<file path="src/rtl/spi_buf_pkg.sv">
package spi_buf_pkg;
   typedef enum logic [1:0] {
      A_STATUS = 2'd0,
      A_CTRL   = 2'd1,
      A_TXD    = 2'd2,
      A_RXD    = 2'd3
   } reg_addr_e;

   // status word bit positions
   localparam int ST_BUSY   = 31;
   localparam int ST_READY  = 30;
   localparam int ST_TXFLSH = 29;
   localparam int ST_RXFLSH = 28;
   localparam int ST_RXUNF  = 27;
   localparam int ST_TXOVF  = 26;
   localparam int ST_RXEMP  = 25;
   localparam int ST_RXFUL  = 24;
   localparam int ST_TXEMP  = 23;
   localparam int ST_TXFUL  = 22;

   // control word bit positions
   localparam int CT_GO     = 31;
   localparam int CT_IETX   = 27;
   localparam int CT_IERX   = 26;
   localparam int CT_RXLVL  = 18;
   localparam int CT_TXLVL  = 16;
endpackage

</file>
<file path="src/rtl/spi_buf_fifo.sv">
module spi_buf_fifo #(
   parameter int WIDTH = 32,
   parameter int DEPTH = 4,
   localparam int AW = (DEPTH > 1) ? $clog2(DEPTH) : 1,
   localparam int CW = $clog2(DEPTH + 1)
) (
   input  logic             clk,
   input  logic             rst_n,
   input  logic             flush,
   input  logic             push,
   input  logic [WIDTH-1:0] din,
   input  logic             pop,
   output logic [WIDTH-1:0] dout,
   output logic [CW-1:0]    count,
   output logic             full,
   output logic             empty
);
   logic [WIDTH-1:0] mem [DEPTH];
   logic [AW-1:0]    wr_ptr, rd_ptr, wr_nxt, rd_nxt;
   logic             do_push, do_pop;

   assign full    = (count == CW'(DEPTH));
   assign empty   = (count == '0);
   assign do_push = push && !full && !flush;
   assign do_pop  = pop && !empty && !flush;
   assign dout    = mem[rd_ptr];

   generate
      if ((DEPTH & (DEPTH - 1)) == 0) begin : g_pow2
         assign wr_nxt = wr_ptr + 1'b1;
         assign rd_nxt = rd_ptr + 1'b1;
      end else begin : g_wrap
         assign wr_nxt = (wr_ptr == AW'(DEPTH - 1)) ? '0 : wr_ptr + 1'b1;
         assign rd_nxt = (rd_ptr == AW'(DEPTH - 1)) ? '0 : rd_ptr + 1'b1;
      end
   endgenerate

   always_ff @(posedge clk or negedge rst_n) begin
      if (!rst_n) begin
         wr_ptr <= '0;
         rd_ptr <= '0;
         count  <= '0;
      end else if (flush) begin
         wr_ptr <= '0;
         rd_ptr <= '0;
         count  <= '0;
      end else begin
         if (do_push) wr_ptr <= wr_nxt;
         if (do_pop)  rd_ptr <= rd_nxt;
         if (do_push && !do_pop)      count <= count + 1'b1;
         else if (do_pop && !do_push) count <= count - 1'b1;
      end
   end

   always_ff @(posedge clk) begin
      if (do_push) mem[wr_ptr] <= din;
   end
endmodule

</file>
<file path="src/rtl/spi_buf_seq.sv">
module spi_buf_seq #(
   parameter int CNT_W = 16
) (
   input  logic             clk,
   input  logic             rst_n,
   input  logic             go,
   input  logic             word_done,
   input  logic [CNT_W-1:0] blk_last,
   output logic             busy,
   output logic             start_pulse,
   output logic             finish
);
   logic [CNT_W-1:0] done_cnt;

   assign finish = busy && word_done && (done_cnt == blk_last);

   always_ff @(posedge clk or negedge rst_n) begin
      if (!rst_n) begin
         busy        <= 1'b0;
         start_pulse <= 1'b0;
         done_cnt    <= '0;
      end else begin
         start_pulse <= 1'b0;
         if (go && !busy) begin
            busy        <= 1'b1;
            start_pulse <= 1'b1;
            done_cnt    <= '0;
         end else if (finish) begin
            busy <= 1'b0;
         end else if (busy && word_done) begin
            done_cnt <= done_cnt + 1'b1;
         end
      end
   end
endmodule

</file>
<file path="src/rtl/spi_buf_ctrl.sv">
module spi_buf_ctrl
   import spi_buf_pkg::*;
#(
   parameter int FIFO_DEPTH = 4,
   parameter int CNT_W      = 16,
   localparam int CW        = $clog2(FIFO_DEPTH + 1)
) (
   input  logic        clk,
   input  logic        rst_n,
   input  logic        reg_en,
   input  logic        reg_we,
   input  logic [1:0]  reg_addr,
   input  logic [31:0] reg_wdata,
   output logic [31:0] reg_rdata,
   output logic        eng_start,
   output logic [15:0] eng_words,
   input  logic        eng_word_done,
   input  logic        eng_tx_pop,
   output logic [31:0] eng_tx_data,
   output logic        eng_tx_avail,
   input  logic        eng_rx_push,
   input  logic [31:0] eng_rx_data,
   output logic        eng_rx_space,
   output logic        tx_req,
   output logic        rx_req,
   output logic        irq
);
   generate
      if (FIFO_DEPTH < 4) begin : g_bad_depth
         $error("FIFO_DEPTH must be at least 4 for the four-word level");
      end
      if (CNT_W < 1 || CNT_W > 16) begin : g_bad_cnt
         $error("CNT_W must lie in 1..16");
      end
   endgenerate

   logic wr_stat, wr_ctrl, wr_tx, rd_rx, ctrl_load, go;
   logic busy_w, finish_w;
   logic ready_q, tx_ovf_q, rx_unf_q;
   logic en_q, ie_tx_q, ie_rx_q, tx_lvl_q, rx_lvl_q;
   logic [CNT_W-1:0] blk_q;
   logic [CW-1:0] tx_cnt, rx_cnt, tx_free, tx_need, rx_need;
   logic tx_full_w, tx_empty_w, rx_full_w, rx_empty_w;
   logic [31:0] rx_head, stat_rd, ctrl_rd;

   assign wr_stat   = reg_en && reg_we && (reg_addr == A_STATUS);
   assign wr_ctrl   = reg_en && reg_we && (reg_addr == A_CTRL);
   assign wr_tx     = reg_en && reg_we && (reg_addr == A_TXD);
   assign rd_rx     = reg_en && !reg_we && (reg_addr == A_RXD);
   assign ctrl_load = wr_ctrl && !busy_w;
   assign go        = ctrl_load && reg_wdata[CT_GO];

   spi_buf_fifo #(.WIDTH(32), .DEPTH(FIFO_DEPTH)) u_txq (
      .clk(clk), .rst_n(rst_n),
      .flush(wr_stat && reg_wdata[ST_TXFLSH]),
      .push(wr_tx), .din(reg_wdata),
      .pop(eng_tx_pop), .dout(eng_tx_data),
      .count(tx_cnt), .full(tx_full_w), .empty(tx_empty_w)
   );

   spi_buf_fifo #(.WIDTH(32), .DEPTH(FIFO_DEPTH)) u_rxq (
      .clk(clk), .rst_n(rst_n),
      .flush(wr_stat && reg_wdata[ST_RXFLSH]),
      .push(eng_rx_push), .din(eng_rx_data),
      .pop(rd_rx), .dout(rx_head),
      .count(rx_cnt), .full(rx_full_w), .empty(rx_empty_w)
   );

   spi_buf_seq #(.CNT_W(CNT_W)) u_seq (
      .clk(clk), .rst_n(rst_n),
      .go(go), .word_done(eng_word_done), .blk_last(blk_q),
      .busy(busy_w), .start_pulse(eng_start), .finish(finish_w)
   );

   always_ff @(posedge clk or negedge rst_n) begin
      if (!rst_n) begin
         ready_q  <= 1'b0;
         tx_ovf_q <= 1'b0;
         rx_unf_q <= 1'b0;
      end else begin
         if (finish_w)                              ready_q <= 1'b1;
         else if (wr_stat && reg_wdata[ST_READY])   ready_q <= 1'b0;
         if (wr_tx && tx_full_w)                    tx_ovf_q <= 1'b1;
         else if (wr_stat && reg_wdata[ST_TXOVF])   tx_ovf_q <= 1'b0;
         if (rd_rx && rx_empty_w)                   rx_unf_q <= 1'b1;
         else if (wr_stat && reg_wdata[ST_RXUNF])   rx_unf_q <= 1'b0;
      end
   end

   always_ff @(posedge clk or negedge rst_n) begin
      if (!rst_n) begin
         en_q     <= 1'b0;
         ie_tx_q  <= 1'b0;
         ie_rx_q  <= 1'b0;
         tx_lvl_q <= 1'b0;
         rx_lvl_q <= 1'b0;
         blk_q    <= '0;
      end else if (ctrl_load) begin
         en_q     <= reg_wdata[CT_GO];
         ie_tx_q  <= reg_wdata[CT_IETX];
         ie_rx_q  <= reg_wdata[CT_IERX];
         tx_lvl_q <= reg_wdata[CT_TXLVL];
         rx_lvl_q <= reg_wdata[CT_RXLVL];
         blk_q    <= reg_wdata[CNT_W-1:0];
      end else if (finish_w) begin
         en_q <= 1'b0;
      end
   end

   always_comb begin
      stat_rd = '0;
      stat_rd[ST_BUSY]  = busy_w;
      stat_rd[ST_READY] = ready_q;
      stat_rd[ST_RXUNF] = rx_unf_q;
      stat_rd[ST_TXOVF] = tx_ovf_q;
      stat_rd[ST_RXEMP] = rx_empty_w;
      stat_rd[ST_RXFUL] = rx_full_w;
      stat_rd[ST_TXEMP] = tx_empty_w;
      stat_rd[ST_TXFUL] = tx_full_w;
      ctrl_rd = '0;
      ctrl_rd[CT_GO]    = en_q;
      ctrl_rd[CT_IETX]  = ie_tx_q;
      ctrl_rd[CT_IERX]  = ie_rx_q;
      ctrl_rd[CT_RXLVL] = rx_lvl_q;
      ctrl_rd[CT_TXLVL] = tx_lvl_q;
      ctrl_rd[CNT_W-1:0] = blk_q;
      case (reg_addr)
         A_STATUS: reg_rdata = stat_rd;
         A_CTRL:   reg_rdata = ctrl_rd;
         A_RXD:    reg_rdata = rx_empty_w ? 32'd0 : rx_head;
         default:  reg_rdata = 32'd0;
      endcase
   end

   assign tx_free      = CW'(FIFO_DEPTH) - tx_cnt;
   assign tx_need      = tx_lvl_q ? CW'(4) : CW'(1);
   assign rx_need      = rx_lvl_q ? CW'(4) : CW'(1);
   assign tx_req       = (tx_free >= tx_need);
   assign rx_req       = (rx_cnt >= rx_need);
   assign eng_tx_avail = !tx_empty_w;
   assign eng_rx_space = !rx_full_w;
   assign eng_words    = 16'(blk_q);
   assign irq          = ready_q && (ie_tx_q || ie_rx_q);
endmodule

</file>
<file path="config.mk">
export PLATFORM = sky130hd
export DESIGN_NAME = spi_buf_ctrl
export DESIGN_NICKNAME = d
export VERILOG_FILES = /design/src/rtl/spi_buf_pkg.sv /design/src/rtl/spi_buf_fifo.sv /design/src/rtl/spi_buf_seq.sv /design/src/rtl/spi_buf_ctrl.sv
export SDC_FILE = /design/constraint.sdc
export NUM_CORES = 1
export LEC_CHECK = 0
export ABC_AREA = 1
export BUFFER_PORTS_ARGS = -buffer_cell sky130_fd_sc_hd__buf_2
export CAP_MARGIN = 25
export CORE_MARGIN = 1.5
export CORE_UTILIZATION = 40
export DETAILED_ROUTE_END_ITERATION = 10
export SETUP_SLACK_MARGIN = 0.5
export SLEW_MARGIN = 25
export SYNTH_ARGS = -nofsm -noshare
export SYNTH_HDL_FRONTEND = slang
export SYNTH_SLANG_ARGS = --single-unit
export TNS_END_PERCENT = 1
</file>
<file path="constraint.sdc">
create_clock -name clk -period 7.68 [get_ports clk]
set_input_delay 0.768 -clock clk [delete_from_list [all_inputs] [get_ports clk]]
set_output_delay 0.768 -clock clk [all_outputs]
set_load 0.05 [all_outputs]
</file>
## Word level (Yosys, flattened, before mapping)

Memories as Yosys holds them, arrays and structs flattened.
Index checks and enable logic that the tools add are counted.

- Register bits after elaboration: 56
- Word-level logic and storage cells: 134
- Memories: 2
- RAM bits: 256
- Output and inout port bits: 86
- Input port bits: 73

Memories:

| name | depth | width | rd ports | clocked after Yosys merged registers in | wr ports | RTL line | RTL |
|---|---|---|---|---|---|---|---|
| u_rxq.mem | 4 | 32 | 1 | 0 | 1 | spi_buf_fifo.sv:18 | `logic [WIDTH-1:0] mem [DEPTH];` |
| u_txq.mem | 4 | 32 | 1 | 0 | 1 | spi_buf_fifo.sv:18 |  |

- Eq/ne operators: 7
- Add/subtract/negate cells: 10
- Reduce and logical (&&, ||, !) cells: 60
- Magnitude comparators: 2
- Muxes and demuxes: 35

Operators by type and width:

| operator | count |
|---|---|
| $pmux 32 s3 | 1 |
| $mux 16 | 3 |
| $mux 32 | 1 |
| $logic_and 1x1->1 | 31 |
| $mux 3 | 8 |
| $reduce_bool 2->1 | 10 |
| $add 16x1->16 const B | 1 |
| $eq 16x16->1 | 1 |
| $mux 2 | 8 |
| $mux 1 | 14 |
| $logic_not 1->1 | 12 |
| $add 2x1->2 const B | 4 |
| $add 3x1->3 const B | 2 |
| $eq 3x3->1 const B | 2 |
| $ge 3x3->1 | 2 |
| $logic_not 3->1 | 2 |
| $reduce_bool 3->1 | 2 |
| $sub 3x1->3 const B | 2 |
| $eq 2x2->1 const B | 2 |
| $sub 3x3->3 const A | 1 |
| $eq 2x1->1 const B | 1 |
| $logic_not 2->1 | 1 |
| $ne 2x1->1 const B | 1 |
| $reduce_and 2->1 | 1 |
| $logic_or 1x1->1 | 1 |

## Depth between registers and ports, before layout

- Depth in word-level cells: 10
- Depth in mapped cells: 13
- Depth with buffers taken out: 13

## Cells and area by module

A second synthesis with hierarchy kept.

- Cell total of the unflattened synthesis: 1,264
- Area, all modules: 13,651.8 um^2

By module, submodules not included:

| module | area each (um^2) | sequential area each (um^2) | cells each | times used |
|---|---|---|---|---|
| spi_buf_fifo | 5,258.8 | 4,018.9 | 377 | 2 |
| spi_buf_ctrl | 1,606.5 | 600.6 | 247 | 1 |
| spi_buf_seq | 1,527.7 | 450.4 | 263 | 1 |

## Worst setup path before layout

No wires, ideal clock.

- Kind: input to register
- Start point: input reg_addr[1]
- End point: memory u_rxq.mem[0][0] (enable)
- Stages: 8
- Buffers on the path: 0
- Required time: 7.259 ns
- Setup time: 0.421 ns
- Data arrival time: 2.818 ns
- Path slack: 4.441 ns
- Path through: inv_1 > nand2_2 > nor2_1 > nand2_1 > inv_1 > nor2_2 > inv_1 > nor2_1

- Word-level cells in the longest chain between the ends: 7

RTL lines:

| item | RTL line | RTL |
|---|---|---|
| from (decl) | spi_buf_ctrl.sv:12 | `input logic [1:0] reg_addr,` |
| $logic_not 2->1 | spi_buf_ctrl.sv:46 | `assign wr_stat = reg_en && reg_we && (reg_addr == A_STATUS);` |
| $logic_and 1x1->1 | spi_buf_ctrl.sv:46 |  |
| $logic_and 1x1->1 | spi_buf_ctrl.sv:63 | `.flush(wr_stat && reg_wdata[ST_RXFLSH]),` |
| $logic_not 1->1 | spi_buf_fifo.sv:24 | `assign do_push = push && !full && !flush;` |
| $logic_and 1x1->1 | spi_buf_fifo.sv:24 |  |
| $mux 1 | spi_buf_fifo.sv:56 | `if (do_push) mem[wr_ptr] <= din;` |
| $mux 1 (implied by the code) | spi_buf_fifo.sv:56 |  |
| to (decl) | spi_buf_fifo.sv:18 |  |

No other way between the ends.

## Final worst setup path

- Start point: register u_rxq.rd_ptr[0]
- End point: output reg_rdata[30]

- Word-level cells in the longest chain between the ends: 3

RTL lines:

| item | RTL line | RTL |
|---|---|---|
| from (decl) | spi_buf_fifo.sv:19 | `logic [AW-1:0] wr_ptr, rd_ptr, wr_nxt, rd_nxt;` |
| from (signal assigned) | spi_buf_fifo.sv:49 | `if (do_pop) rd_ptr <= rd_nxt;` |
| $mem_v2 4x32 | - |  |
| $mux 32 | spi_buf_ctrl.sv:130 | `A_RXD: reg_rdata = rx_empty_w ? 32'd0 : rx_head;` |
| $pmux 32 s3 | spi_buf_ctrl.sv:127 | `case (reg_addr)` |
| to (decl) | spi_buf_ctrl.sv:14 | `output logic [31:0] reg_rdata,` |

No other way between the ends.

==> impl_metrics.json <==
{
  "gp_congestion": 0.832,
  "synth_seq_cells": 312,
  "fp.dieH_um": 184,
  "r2r-start": "u_txq.count[0]",
  "place.port_buffers": 158,
  "skew_ns": 0.0135,
  "grt_max_degree": 67,
  "avgSynthCellArea_um2": 11.2,
  "ys_seq_area_frac": 0.691,
  "fin_crit_ns": 3.86,
  "clk_pin_slew_ns": 0.06,
  "worstSetupPathType": "reg2out",
  "postCtsHoldBufs": 0,
  "postCtsSetupBuffers": 0,
  "ios": 159,
  "synth_edf_count": 256,
  "dieArea_mm2": 0.0340,
  "cp_data_arrival_time_ns": 3.09,
  "synth_cells": 1170,
  "max_slew_margin": 0.421,
  "clk_path_buf_depth": 3,
  "synth_flop_cell": "edfxtp_1",
  "status": "finished clean",
  "cts_sinks": 312,
  "vias": 9048,
  "worst_slew_pin_slew_ns": 0.866,
  "fin_crit_sh": 0.502,
  "yosys-top-cells-area": "edfxtp_1, dfrtp_1, o21ai_0",
  "power.switching_uw": 2220,
  "synth.most_common_cell": "edfxtp_1",
  "layout-drive-gt1-share": 0.188,
  "syn2layout_area_growth_pct": 18.9,
  "synth_top_area_frac": 0.584,
  "grt_pass1_vias": 8661,
  "drcViolationCount": 0,
  "power_leakage_uw": 0.00604,
  "p_per_area_mw_per_mm2": 367,
  "power.internal_uw": 3520,
  "syn_area_mm2": 0.0132,
  "p_sw_frac": 0.387,
  "drv_slew": 0,
  "fmax_ghz": 0.259,
  "synth.net_count": 1263,
  "yosysUniqueCellTypes": 36,
  "reg2reg_slack_ns": 5.12,
  "worst_setup_path_start_kind": "flip-flop",
  "placed_cell_area_mm2": 0.0144,
  "hold_violations": 0,
  "first_pass_iters": 5,
  "p_seq_frac": 0.371,
  "pwr-share-comb": 0.346,
  "numCtsBuffers": 35,
  "tns_ns": 0,
  "cts_tree": "built",
  "reg2reg_depth": 12,
  "fin_nets": 1419,
  "vias_per_cell": 5.04,
  "routedWlPerCell_um": 17.8,
  "die_w_um": 184,
  "cts_resized": 0,
  "overflow": 0,
  "setup_viol_count_final": 0,
  "rows": 66,
  "synth.largest_area_cell": "edfxtp_1",
  "clkPwrFrac": 0.283,
  "grt_usage": 0.189,
  "ys_warn_count": 0,
  "worst_hold_path_type": "in2async",
  "drt-initial-drc-count": 622,
  "critPathMaxFanout": 66,
  "synthTopCellsByCount": "edfxtp_1, nand2_1, nor2_1",
  "cp-startpoint": "u_rxq.rd_ptr[0]",
  "clock-root-buffer": "clkbuf_16",
  "cts_max_level": 2,
  "synth_async_sr_flop_share": 0.179,
  "place_hpwl_um": 20400,
  "cap_viol_max_count": 0,
  "rsz0062_at_grt": "no",
  "core_mm2": 0.0325,
  "vdd_drop_max_mv": 0.233,
  "start_util": 0.406,
  "clkLatencyLatePin_ns": 0.50,
  "timing.rr.end": "u_txq.count[2]",
  "post-route-cell-area_mm2": 0.0156,
  "wirelength_um": 31900,
  "end_kind": "primary output",
  "ant_nets": 0,
  "antenna_found_initial": 8,
  "grt_pass1_wl_um": 48800,
  "cp_data_required_time_ns": 6.91
}
layer usage:
layer	routed length, um	up-vias	GRT usage
met4	669	10	0.0511
met2	15000	258	0.314
met5	50	-	0
li1	-	4396	-
met3	2210	58	0.0488
met1	14000	4326	0.246
through the flow:
step                 util  worst slack, ns  cells  hold slack [ns]  power, uW
floorplan               -             4.44   1170            0.452       3640
global placement    0.444             4.38   1727            0.479       4130
detailed placement  0.445             4.36   1728            0.489       4170
CTS                 0.479             3.83   1791            0.455       5800
global route        0.482             3.57   1794            0.471       6050
finish              0.482             3.82   1797            0.433       5740
critical path, cell delays in order (launching register included):
cell and delay [ns]:
dfrtp_1 0.35, buf_4 0.31, inv_1 0.44, buf_4 0.50
nand2_1 0.09, nand3_1 0.09, nand2_1 0.06, a31o_2 0.23
o21ai_0 0.11, buf_2 0.32
worst max-delay path by stage:
stage	cells after the start	end
final	9	reg_rdata[30]
after global routing	8	reg_rdata[31]
after CTS	9	reg_rdata[30]
after detailed placement	9	reg_rdata[30]
after global placement	9	reg_rdata[30]
after floorplan	8	u_rxq.mem[0][0]
power by group through the flow:
stage	clock (uW)	combinational, uW	sequential [uW]
final	1630	1990	2130
after global placement	0	1970	2160
after detailed placement	0	2010	2160
after CTS	1660	2010	2130
after floorplan	0	1490	2150
after global routing	1720	2180	2150
cell type report:
class | count | area (um^2)
Timing Repair Buffer | 174 | 991
Clock inverter | 15 | 145
Fill cell | 2931 | 16800
Tap cell | 442 | 553
Sequential cell | 312 | 9090
Multi-Input combinational cell | 714 | 3540
Antenna cell | 3 | 7.51
Inverter | 89 | 335
Clock buffer | 48 | 977
sequential cells by signal, indices dropped and copies added (netlist names), 2 cells and up:
signal          flops
eng_words          16
u_txq.rd_ptr        2
u_txq.wr_ptr        2
u_txq.mem         128
u_rxq.mem         128
u_rxq.wr_ptr        2
u_seq.done_cnt     16
u_rxq.count         3
u_txq.count         3
u_rxq.rd_ptr        2
cells in the final DEF (no fill, tap or decap), types with 4 or more instances in the layout:
cell | netlist | final
buf_4 | 1 | 12
nor2_4 | 2 | 6
inv_2 | 7 | 8
inv_1 | 81 | 79
edfxtp_1 | 256 | 256
nor2_2 | 3 | 7
clkinv_1 | 1 | 7
nand4_1 | 16 | 16
nand2_1 | 191 | 190
dfrtp_1 | 56 | 55
clkbuf_16 | 0 | 37
nand3_1 | 32 | 32
buf_2 | 16 | 158
o21ai_0 | 170 | 170
nor2_1 | 171 | 163
xor2_1 | 9 | 9
clkbuf_1 | 37 | 10
o22ai_1 | 56 | 56
a21oi_1 | 10 | 10
clkinv_2 | 0 | 6
ha_1 | 18 | 18
buf_16 | 0 | 4
o21ai_1 | 11 | 11
logic make-up after synthesis:
| family | count (synthesis) | synth area share |
|---|---|---|
| AO/OA/AOI/OAI | 258 | 0.106 |
| XOR/XNOR | 11 | 0.00732 |
| adder cells (fa/ha/maj) | 20 | 0.0202 |
| buffers and inverters | 144 | 0.0437 |
| flip-flops | 312 | 0.691 |
| AND/OR/NAND/NOR | 425 | 0.132 |
Power figures use the tool's default switching activity.
